`src/rtl/rs_syn_pkg.sv`:
```
package rs_syn_pkg;

    parameter int SYM_W  = 8;
    parameter int NSYN   = 16;
    parameter int CW_LEN = 255;
    parameter logic [SYM_W:0] FIELD_POLY = 9'h11D;

    localparam int CNT_W = $clog2(CW_LEN + 1);

    typedef logic [SYM_W-1:0] sym_t;

    typedef struct packed {
        logic valid;
        logic start;
        sym_t data;
    } sym_in_t;

    typedef struct packed {
        logic take;   // byte accepted this cycle
        logic first;  // byte opens a codeword
        logic last;   // byte closes a codeword
    } step_t;

    function automatic sym_t gf_mul(input sym_t a, input sym_t b);
        sym_t p;
        sym_t x;
        p = '0;
        x = a;
        for (int i = 0; i < SYM_W; i++) begin
            if (b[i]) p = p ^ x;
            x = x[SYM_W-1] ? ((x << 1) ^ FIELD_POLY[SYM_W-1:0]) : (x << 1);
        end
        return p;
    endfunction

    function automatic sym_t alpha_pow(input int e);
        sym_t r;
        r = sym_t'(1);
        for (int i = 0; i < e; i++) r = gf_mul(r, sym_t'(2));
        return r;
    endfunction

endpackage

```
`src/rtl/rs_syn_ctrl.sv`:
```
module rs_syn_ctrl
    import rs_syn_pkg::*;
(
    input  logic    clk,
    input  logic    rst,
    input  sym_in_t sin,
    output step_t   step
);
    logic [CNT_W-1:0] cnt;      // bytes taken so far; 0 means no codeword open
    logic [CNT_W-1:0] cnt_nxt;

    always_comb begin
        step.first = sin.valid && sin.start;
        step.take  = sin.valid && (sin.start || (cnt != '0));
        cnt_nxt    = step.first ? CNT_W'(1) : cnt + CNT_W'(1);
        step.last  = step.take && (cnt_nxt == CNT_W'(CW_LEN));
    end

    always_ff @(posedge clk) begin
        if (rst) begin
            cnt <= '0;
        end else if (step.take) begin
            cnt <= step.last ? '0 : cnt_nxt;
        end
    end
endmodule

```
`src/rtl/rs_syn_cell.sv`:
```
module rs_syn_cell
    import rs_syn_pkg::*;
#(
    parameter int ROOT = 1
) (
    input  logic  clk,
    input  logic  rst,
    input  step_t step,
    input  sym_t  sym,
    output sym_t  nxt
);
    localparam sym_t ROOT_K = alpha_pow(ROOT);

    sym_t acc;

    always_comb begin
        nxt = step.first ? sym : (gf_mul(acc, ROOT_K) ^ sym);
    end

    always_ff @(posedge clk) begin
        if (rst) begin
            acc <= '0;
        end else if (step.take) begin
            acc <= nxt;
        end
    end
endmodule

```
`src/rtl/rs_syn_publish.sv`:
```
module rs_syn_publish
    import rs_syn_pkg::*;
(
    input  logic                  clk,
    input  logic                  rst,
    input  logic                  last,
    input  logic [NSYN*SYM_W-1:0] nxt_all,
    output logic [NSYN*SYM_W-1:0] syn_q,
    output logic                  done_q,
    output logic                  err_q
);
    logic [NSYN-1:0] nz;

    generate
        for (genvar j = 0; j < NSYN; j++) begin : g_nz
            assign nz[j] = |nxt_all[j*SYM_W +: SYM_W];
        end
    endgenerate

    always_ff @(posedge clk) begin
        if (rst) begin
            syn_q  <= '0;
            done_q <= 1'b0;
            err_q  <= 1'b0;
        end else begin
            done_q <= last;
            if (last) begin
                syn_q <= nxt_all;
                err_q <= |nz;
            end
        end
    end
endmodule

```
`src/rtl/rs_syndrome_detector.sv`:
```
module rs_syndrome_detector
    import rs_syn_pkg::*;
(
    input  logic                  clk,
    input  logic                  rst,
    input  logic                  in_valid,
    input  logic                  in_start,
    input  logic [SYM_W-1:0]      in_sym,
    output logic [NSYN*SYM_W-1:0] syn_out,
    output logic                  syn_done,
    output logic                  err_detected
);
    sym_in_t sin;
    step_t   step;
    logic [NSYN*SYM_W-1:0] nxt_all;

    assign sin = '{valid: in_valid, start: in_start, data: in_sym};

    rs_syn_ctrl u_ctrl (
        .clk (clk),
        .rst (rst),
        .sin (sin),
        .step(step)
    );

    generate
        for (genvar j = 0; j < NSYN; j++) begin : g_cell
            rs_syn_cell #(.ROOT(j + 1)) u_cell (
                .clk (clk),
                .rst (rst),
                .step(step),
                .sym (sin.data),
                .nxt (nxt_all[j*SYM_W +: SYM_W])
            );
        end
    endgenerate

    rs_syn_publish u_pub (
        .clk    (clk),
        .rst    (rst),
        .last   (step.last),
        .nxt_all(nxt_all),
        .syn_q  (syn_out),
        .done_q (syn_done),
        .err_q  (err_detected)
    );
endmodule

```
`config.mk`:
```
export PLATFORM = sky130hd
export DESIGN_NAME = rs_syndrome_detector
export DESIGN_NICKNAME = d
export VERILOG_FILES = /design/src/rtl/rs_syn_pkg.sv /design/src/rtl/rs_syn_ctrl.sv /design/src/rtl/rs_syn_cell.sv /design/src/rtl/rs_syn_publish.sv /design/src/rtl/rs_syndrome_detector.sv
export SDC_FILE = /design/constraint.sdc
export NUM_CORES = 1
export LEC_CHECK = 0
export ABC_AREA = 1
export CAP_MARGIN = 20
export CORE_MARGIN = 2
export CORE_UTILIZATION = 50
export CTS_CLUSTER_DIAMETER = 200
export CTS_CLUSTER_SIZE = 12
export DETAILED_ROUTE_END_ITERATION = 10
export PLACE_DENSITY_LB_ADDON = 0.1
export SLEW_MARGIN = 20
export SYNTH_ARGS = -nofsm -noshare
export SYNTH_HDL_FRONTEND = slang
export SYNTH_HIERARCHICAL = 1
export SYNTH_SLANG_ARGS = --single-unit
```
`constraint.sdc`:
```
create_clock -name clk -period 3.15 [get_ports clk]
set_input_delay 0.945 -clock clk [delete_from_list [all_inputs] [get_ports clk]]
set_output_delay 0.945 -clock clk [all_outputs]
set_load 0.05 [all_outputs]
```
; Yosys cells after proc, flatten, opt, wreduce, memory -nomap -nowiden
; Cells that the tools add are included.
[classes]
add_sub_neg = 1
multipliers = 0
div_mod_pow = 0
order_cmp = 0
n_eq_ne = 1
shifts = 0
n_mux = 97
bitwise = 120
n_reduce_logical = 6
[ops]
columns = op, count
row1 = $mux 5, 79
row2 = $xor 8x8->8, 41
row3 = $not 4->4, 79
row4 = $mux 8, 18
row5 = $reduce_or 128->1, 1
row6 = $add 8x1->8 const B, 1
row7 = $eq 8x8->1 const B, 1
row8 = $reduce_bool 8->1, 1
row9 = $logic_and 1x1->1, 3
row10 = $logic_or 1x1->1, 1
[totals]
ff_bits = 266
latchBits = 0
ramBits = 0
mem_bits_ro = 0
elab_cells = 245
n_memories = 0

; Longest topological paths before layout
[depth]
depth_word = 18
ltp_mapped = 22
ltp_nobuf = 22

; Cells and area by module
; Netlist, hierarchy kept.
[by_module_without_submodules]
columns = mod, instances, cells_per_inst, area_each_um2, seq_area_each_um2
row1 = rs_syn_publish, 1, 667, 4962.3, 2602.5
row2 = rs_syn_cell (g_cell[10].u_cell), 1, 192, 1016.0, 160.2
row3 = rs_syn_cell (g_cell[8].u_cell), 1, 185, 987.2, 160.2
row4 = rs_syn_cell (g_cell[9].u_cell), 1, 167, 940.9, 160.2
row5 = rs_syn_cell (g_cell[7].u_cell), 1, 165, 937.1, 160.2
row6 = rs_syn_cell (g_cell[11].u_cell), 1, 178, 928.4, 160.2
row7 = rs_syn_cell (g_cell[12].u_cell), 1, 145, 848.3, 160.2
row8 = rs_syn_cell (g_cell[15].u_cell), 1, 143, 803.3, 160.2
row9 = rs_syn_cell (g_cell[14].u_cell), 1, 140, 793.3, 160.2
row10 = rs_syn_cell (g_cell[6].u_cell), 1, 125, 768.2, 160.2
row11 = rs_syn_cell (g_cell[13].u_cell), 1, 124, 742.0, 160.2
row12 = rs_syn_cell (g_cell[4].u_cell), 1, 136, 735.7, 160.2
row13 = rs_syn_cell (g_cell[5].u_cell), 1, 118, 681.9, 160.2
row14 = rs_syn_ctrl, 1, 115, 663.1, 160.2
row15 = 4 more rows, -, -, -, -

; Least setup slack after synthesis
; Ideal clock, no wire load.
[synth_path]
kind = input port to flip-flop
start = input port in_valid
end = register u_pub.err_q
arrival_time_ps = 2728
required_time_ps = 3032
slack_ps = 304
path_stages = 12
cell_sequence = nand2_4 > inv_1 > clkinv_1 > nand3_1 > xor2_1 > inv_1 > nor2_4 > nand3_1 > nor2_1 > nand3_1 > nor2_1 > nor2_1
[synth_rtl]
columns = element, line_no
row1 = from (decl), rs_syndrome_detector.sv:6  ; input logic in_valid,
row2 = to (signal assigned), rs_syn_publish.sv:29  ; err_q <= |nz;
row3 = to (decl), rs_syn_publish.sv:10  ; output logic err_q

==> results_dict.tcl <==
set metrics [dict create \
    crit_chain "clkdlybuf4s50_1, nand2_4, inv_1, buf_12, inv_1, buf_12, nand4_1, nand2_1, nor2_1, nand2_1, nor2_1, nand2_1, nor2_2, buf_4, nand3_1, nor2_1, nor2_1" \
    synth_flop_cell "sky130_fd_sc_hd__dfxtp_1" \
    routed_wirelength_mm 53.7 \
    yosysSeqAreaShare_pct 29.4 \
    multi_input_logic_area_um2 10400 \
    max_slew_margin_pct 53.4 \
    drc 0 \
    synth.ff_latch_count 266 \
    post-synth-top-area-cell "sky130_fd_sc_hd__dfxtp_1" \
    power.density_nw_per_um2 569 \
    floorplan_core_area_um2 35600 \
    data_arrival_time_of_the_worst_path_ns 3.49 \
    cts_root_buf "sky130_fd_sc_hd__clkbuf_16" \
    flow.area_growth_from_synthesis_pct 22.8 \
    report.final.setup_viol 0 \
    antenna_violations_before_repair 0 \
    cp_max_fo 21 \
    avgSynthCellArea_um2 6.07 \
    whs_ns 0.478 \
    tritoncts "done" \
    cts-root-to-sink-buffers 3 \
    worstRegToRegCells 18 \
    holdBufCountCts 0 \
    floorplan.rows 69 \
    max_slew.worst_pin.slew_ns 0.698 \
    antenna_left 0 \
    final.setup_skew_ns 0.0252 \
    timing.critical_path.to "u_pub/err_q$_SDFFE_PP0P_" \
    peakVddDrop_uv 467 \
    r2r_start "g_cell[8].u_cell/acc[5]$_SDFFE_PP0P_" \
    final_area_um2 22200 \
    place_congestion 0.929 \
    power.static_leakage_nw 11.8 \
    drt_first_iter_violations 1300 \
    critical_path.top_delay_family "simple AND/OR/NAND/NOR gates" \
    most_numerous_cell_in_the_yosys_netlist "sky130_fd_sc_hd__nand2_1" \
    worst_setup_path_end_kind "register" \
    grt_pass1_wl_mm 88.1 \
    worstSetupStartpoint "in_start" \
    via_count_of_the_first_global_routing_pass 18000 \
    synth_top_cell_area_share_pct 29.4 \
    start_kind "primary input" \
    timing_max_transition_violations_final 0 \
    post_drt_wl_per_cell_um 14.3 \
    fp.dieH_um 194 \
    timing.hold.worst.class "register to register" \
    h-tree-depth 1 \
    placement.io_buffers 141 \
    placed_insts 3737 \
    dp_hpwl_mm 38.1 \
    synthCells 2979 \
    crit_slowest_cell "sky130_fd_sc_hd__clkdlybuf4s50_1" \
    die_width_um 194 \
    critPathRequiredTime_ns 3.62 \
    timing.max_cap.violations 0 \
    path_depth 17 \
    ys_async_sr_fraction_pct 0 \
    seq_area_um2 5330 \
    total_track_usage_pct 28.0 \
    cts.sink_count 266 \
    route.detailed.vias_per_inst 5.11 \
    pin_count 142 \
    timing.final.crit_share_pct 95.9 \
    totalPowerFinal_mw 12.6 \
    layout.cells.non_filler 3765 \
    drt_first_pass_iters 5 \
    synth.yosys.warnings 6 \
    synth.top_cells.by_count "918 x sky130_fd_sc_hd__nand2_1, 375 x sky130_fd_sc_hd__inv_1, 300 x sky130_fd_sc_hd__nor2_1, 297 x sky130_fd_sc_hd__nand3_1, 266 x sky130_fd_sc_hd__dfxtp_1" \
    synth_nets 2993 \
    syn-cell-area_um2 18100 \
    clk_latency_ns 0.58 \
    placedInstanceArea_um2 21500 \
    critical-path-top-cell-by-count "sky130_fd_sc_hd__nor2_1" \
    cts_made_buffers 26 \
    path_clk_slew_ns 0.07 \
    initial_utilization_pct 50.8 \
    post-route-util_pct 62.4 \
    finish.net_count 3318 \
    cp_slowest_stage_delay_ns 0.52 \
    die_area_um2 37700 \
    regToRegEndpoint "u_pub/err_q$_SDFFE_PP0P_" \
    fillcell_total 3399 \
    synth_cell_types 43 \
    post_route_cells_drive_above_1_share_pct 13.4 \
    outcome "finished clean" \
    critical_path_type "primary input to register" \
    timing_hold_violations_final 0 \
    antenna_cells 0 \
    timing.reg2reg.setup_slack_ns 0.32 \
    cp.buffers_inverters 6 \
    fmax_ghz 0.331 \
    vias 19300 \
    min_period_ns 3.02 \
    largest_net_degree_at_the_start_of_global_routing 121 \
    yosys-top-cells-area "sky130_fd_sc_hd__dfxtp_1 29%, sky130_fd_sc_hd__nand2_1 19%, sky130_fd_sc_hd__nand3_1 8.2%, sky130_fd_sc_hd__inv_1 7.8%, sky130_fd_sc_hd__nor2_1 6.2%" \
    grt_remaining_overflow 0 \
    number_of_enable_flip_flop_cells_after_synthesis 0 \
]
repair_timing:
item	in CTS	in global routing
endpoints found under the hold margin	0	0
gates resized for setup	0	4
endpoints found under the setup margin	0	1
buffers inserted	0	0
cell type report:
type,count,share of cell area (%)
flip-flops and latches,266,24.0
repair buffers,390,16.0
well taps,461,2.60
inverters,436,7.48
clock buffers,26,2.93
multi-input cells,2184,46.9
clock inverters,2,0.124
flip-flops by register name, indices dropped and copies added, names as in the netlist:
signal / count
u_ctrl/cnt: 8
u_pub/done_q: 1
u_pub/syn_q: 128
g_cell.u_cell/acc: 128
u_pub/err_q: 1
worst min-delay path by stage:
stage	from	to	slack, ns	cells past startpoint
after floorplan	g_cell[4].u_cell/acc[1]$_SDFFE_PP0P_	g_cell[4].u_cell/acc[1]$_SDFFE_PP0P_	0.48	2
after global placement	u_pub/syn_q[127]$_SDFFE_PP0P_	u_pub/syn_q[127]$_SDFFE_PP0P_	0.46	2
after detailed placement	u_pub/syn_q[127]$_SDFFE_PP0P_	u_pub/syn_q[127]$_SDFFE_PP0P_	0.46	2
after CTS	u_pub/syn_q[127]$_SDFFE_PP0P_	u_pub/syn_q[127]$_SDFFE_PP0P_	0.48	2
after global routing	u_pub/syn_q[127]$_SDFFE_PP0P_	u_pub/syn_q[127]$_SDFFE_PP0P_	0.50	2
final	u_pub/syn_q[127]$_SDFFE_PP0P_	u_pub/syn_q[127]$_SDFFE_PP0P_	0.48	2
tightest hold or removal path, stage by stage (launching register included):
cell and delay (ns):
sky130_fd_sc_hd__dfxtp_1 0.31, sky130_fd_sc_hd__nand3_1 0.07, sky130_fd_sc_hd__nand2_1 0.05
layer usage:
metal / up-vias / share of wire (%) / wire (um) / GRT usage [%]
met4: 0 / 3.5 / 1860 / 10.5
met5: - / 0 / 0 / 0
li1: 9970 / - / - / -
met3: 110 / 5.1 / 2740 / 3.04
met1: 8667 / 46 / 24900 / 37.3
met2: 503 / 45 / 24200 / 46.6
power by group:
part,switching [mW],internal [mW]
clock network,1.37,1.46
logic,3.43,2.42
registers,0.352,3.60
cells by family after synthesis:
kind of cell	synth area share, %
AO/OA/AOI/OAI	10.7
flip-flops	29.4
buffers and inverters	13.1
adder cells (fa/ha/maj)	0.138
XOR/XNOR	6.76
AND/OR/NAND/NOR	39.9
through the flow:
step,TNS (ns),setup slack (ns)
after floorplan,0,0.304
after global placement,-1.22,-0.514
after detailed placement,-2.13,-0.547
after CTS,0,0.0721
after global routing,-0.00341,-0.00341
final,0,0.128
placed cells by master (no fill, tap or decap), drive strengths merged:
cell type      count
nand2            985
inv              423
nand3            313
nor2             305
dfxtp            266
buf              250
o21ai            207
a21oi            167
clkdlybuf4s50    140
xnor2             67
xor2              58
nand4             49
clkbuf            26
clkinv            14
nand3b            13
or2                6
o21bai             5
nand2b             2
nor3               2
ha                 2
a211oi             1
clkinvlp           1
and2               1
a21o               1
Note: power is estimated with default switching activity, not from simulation.
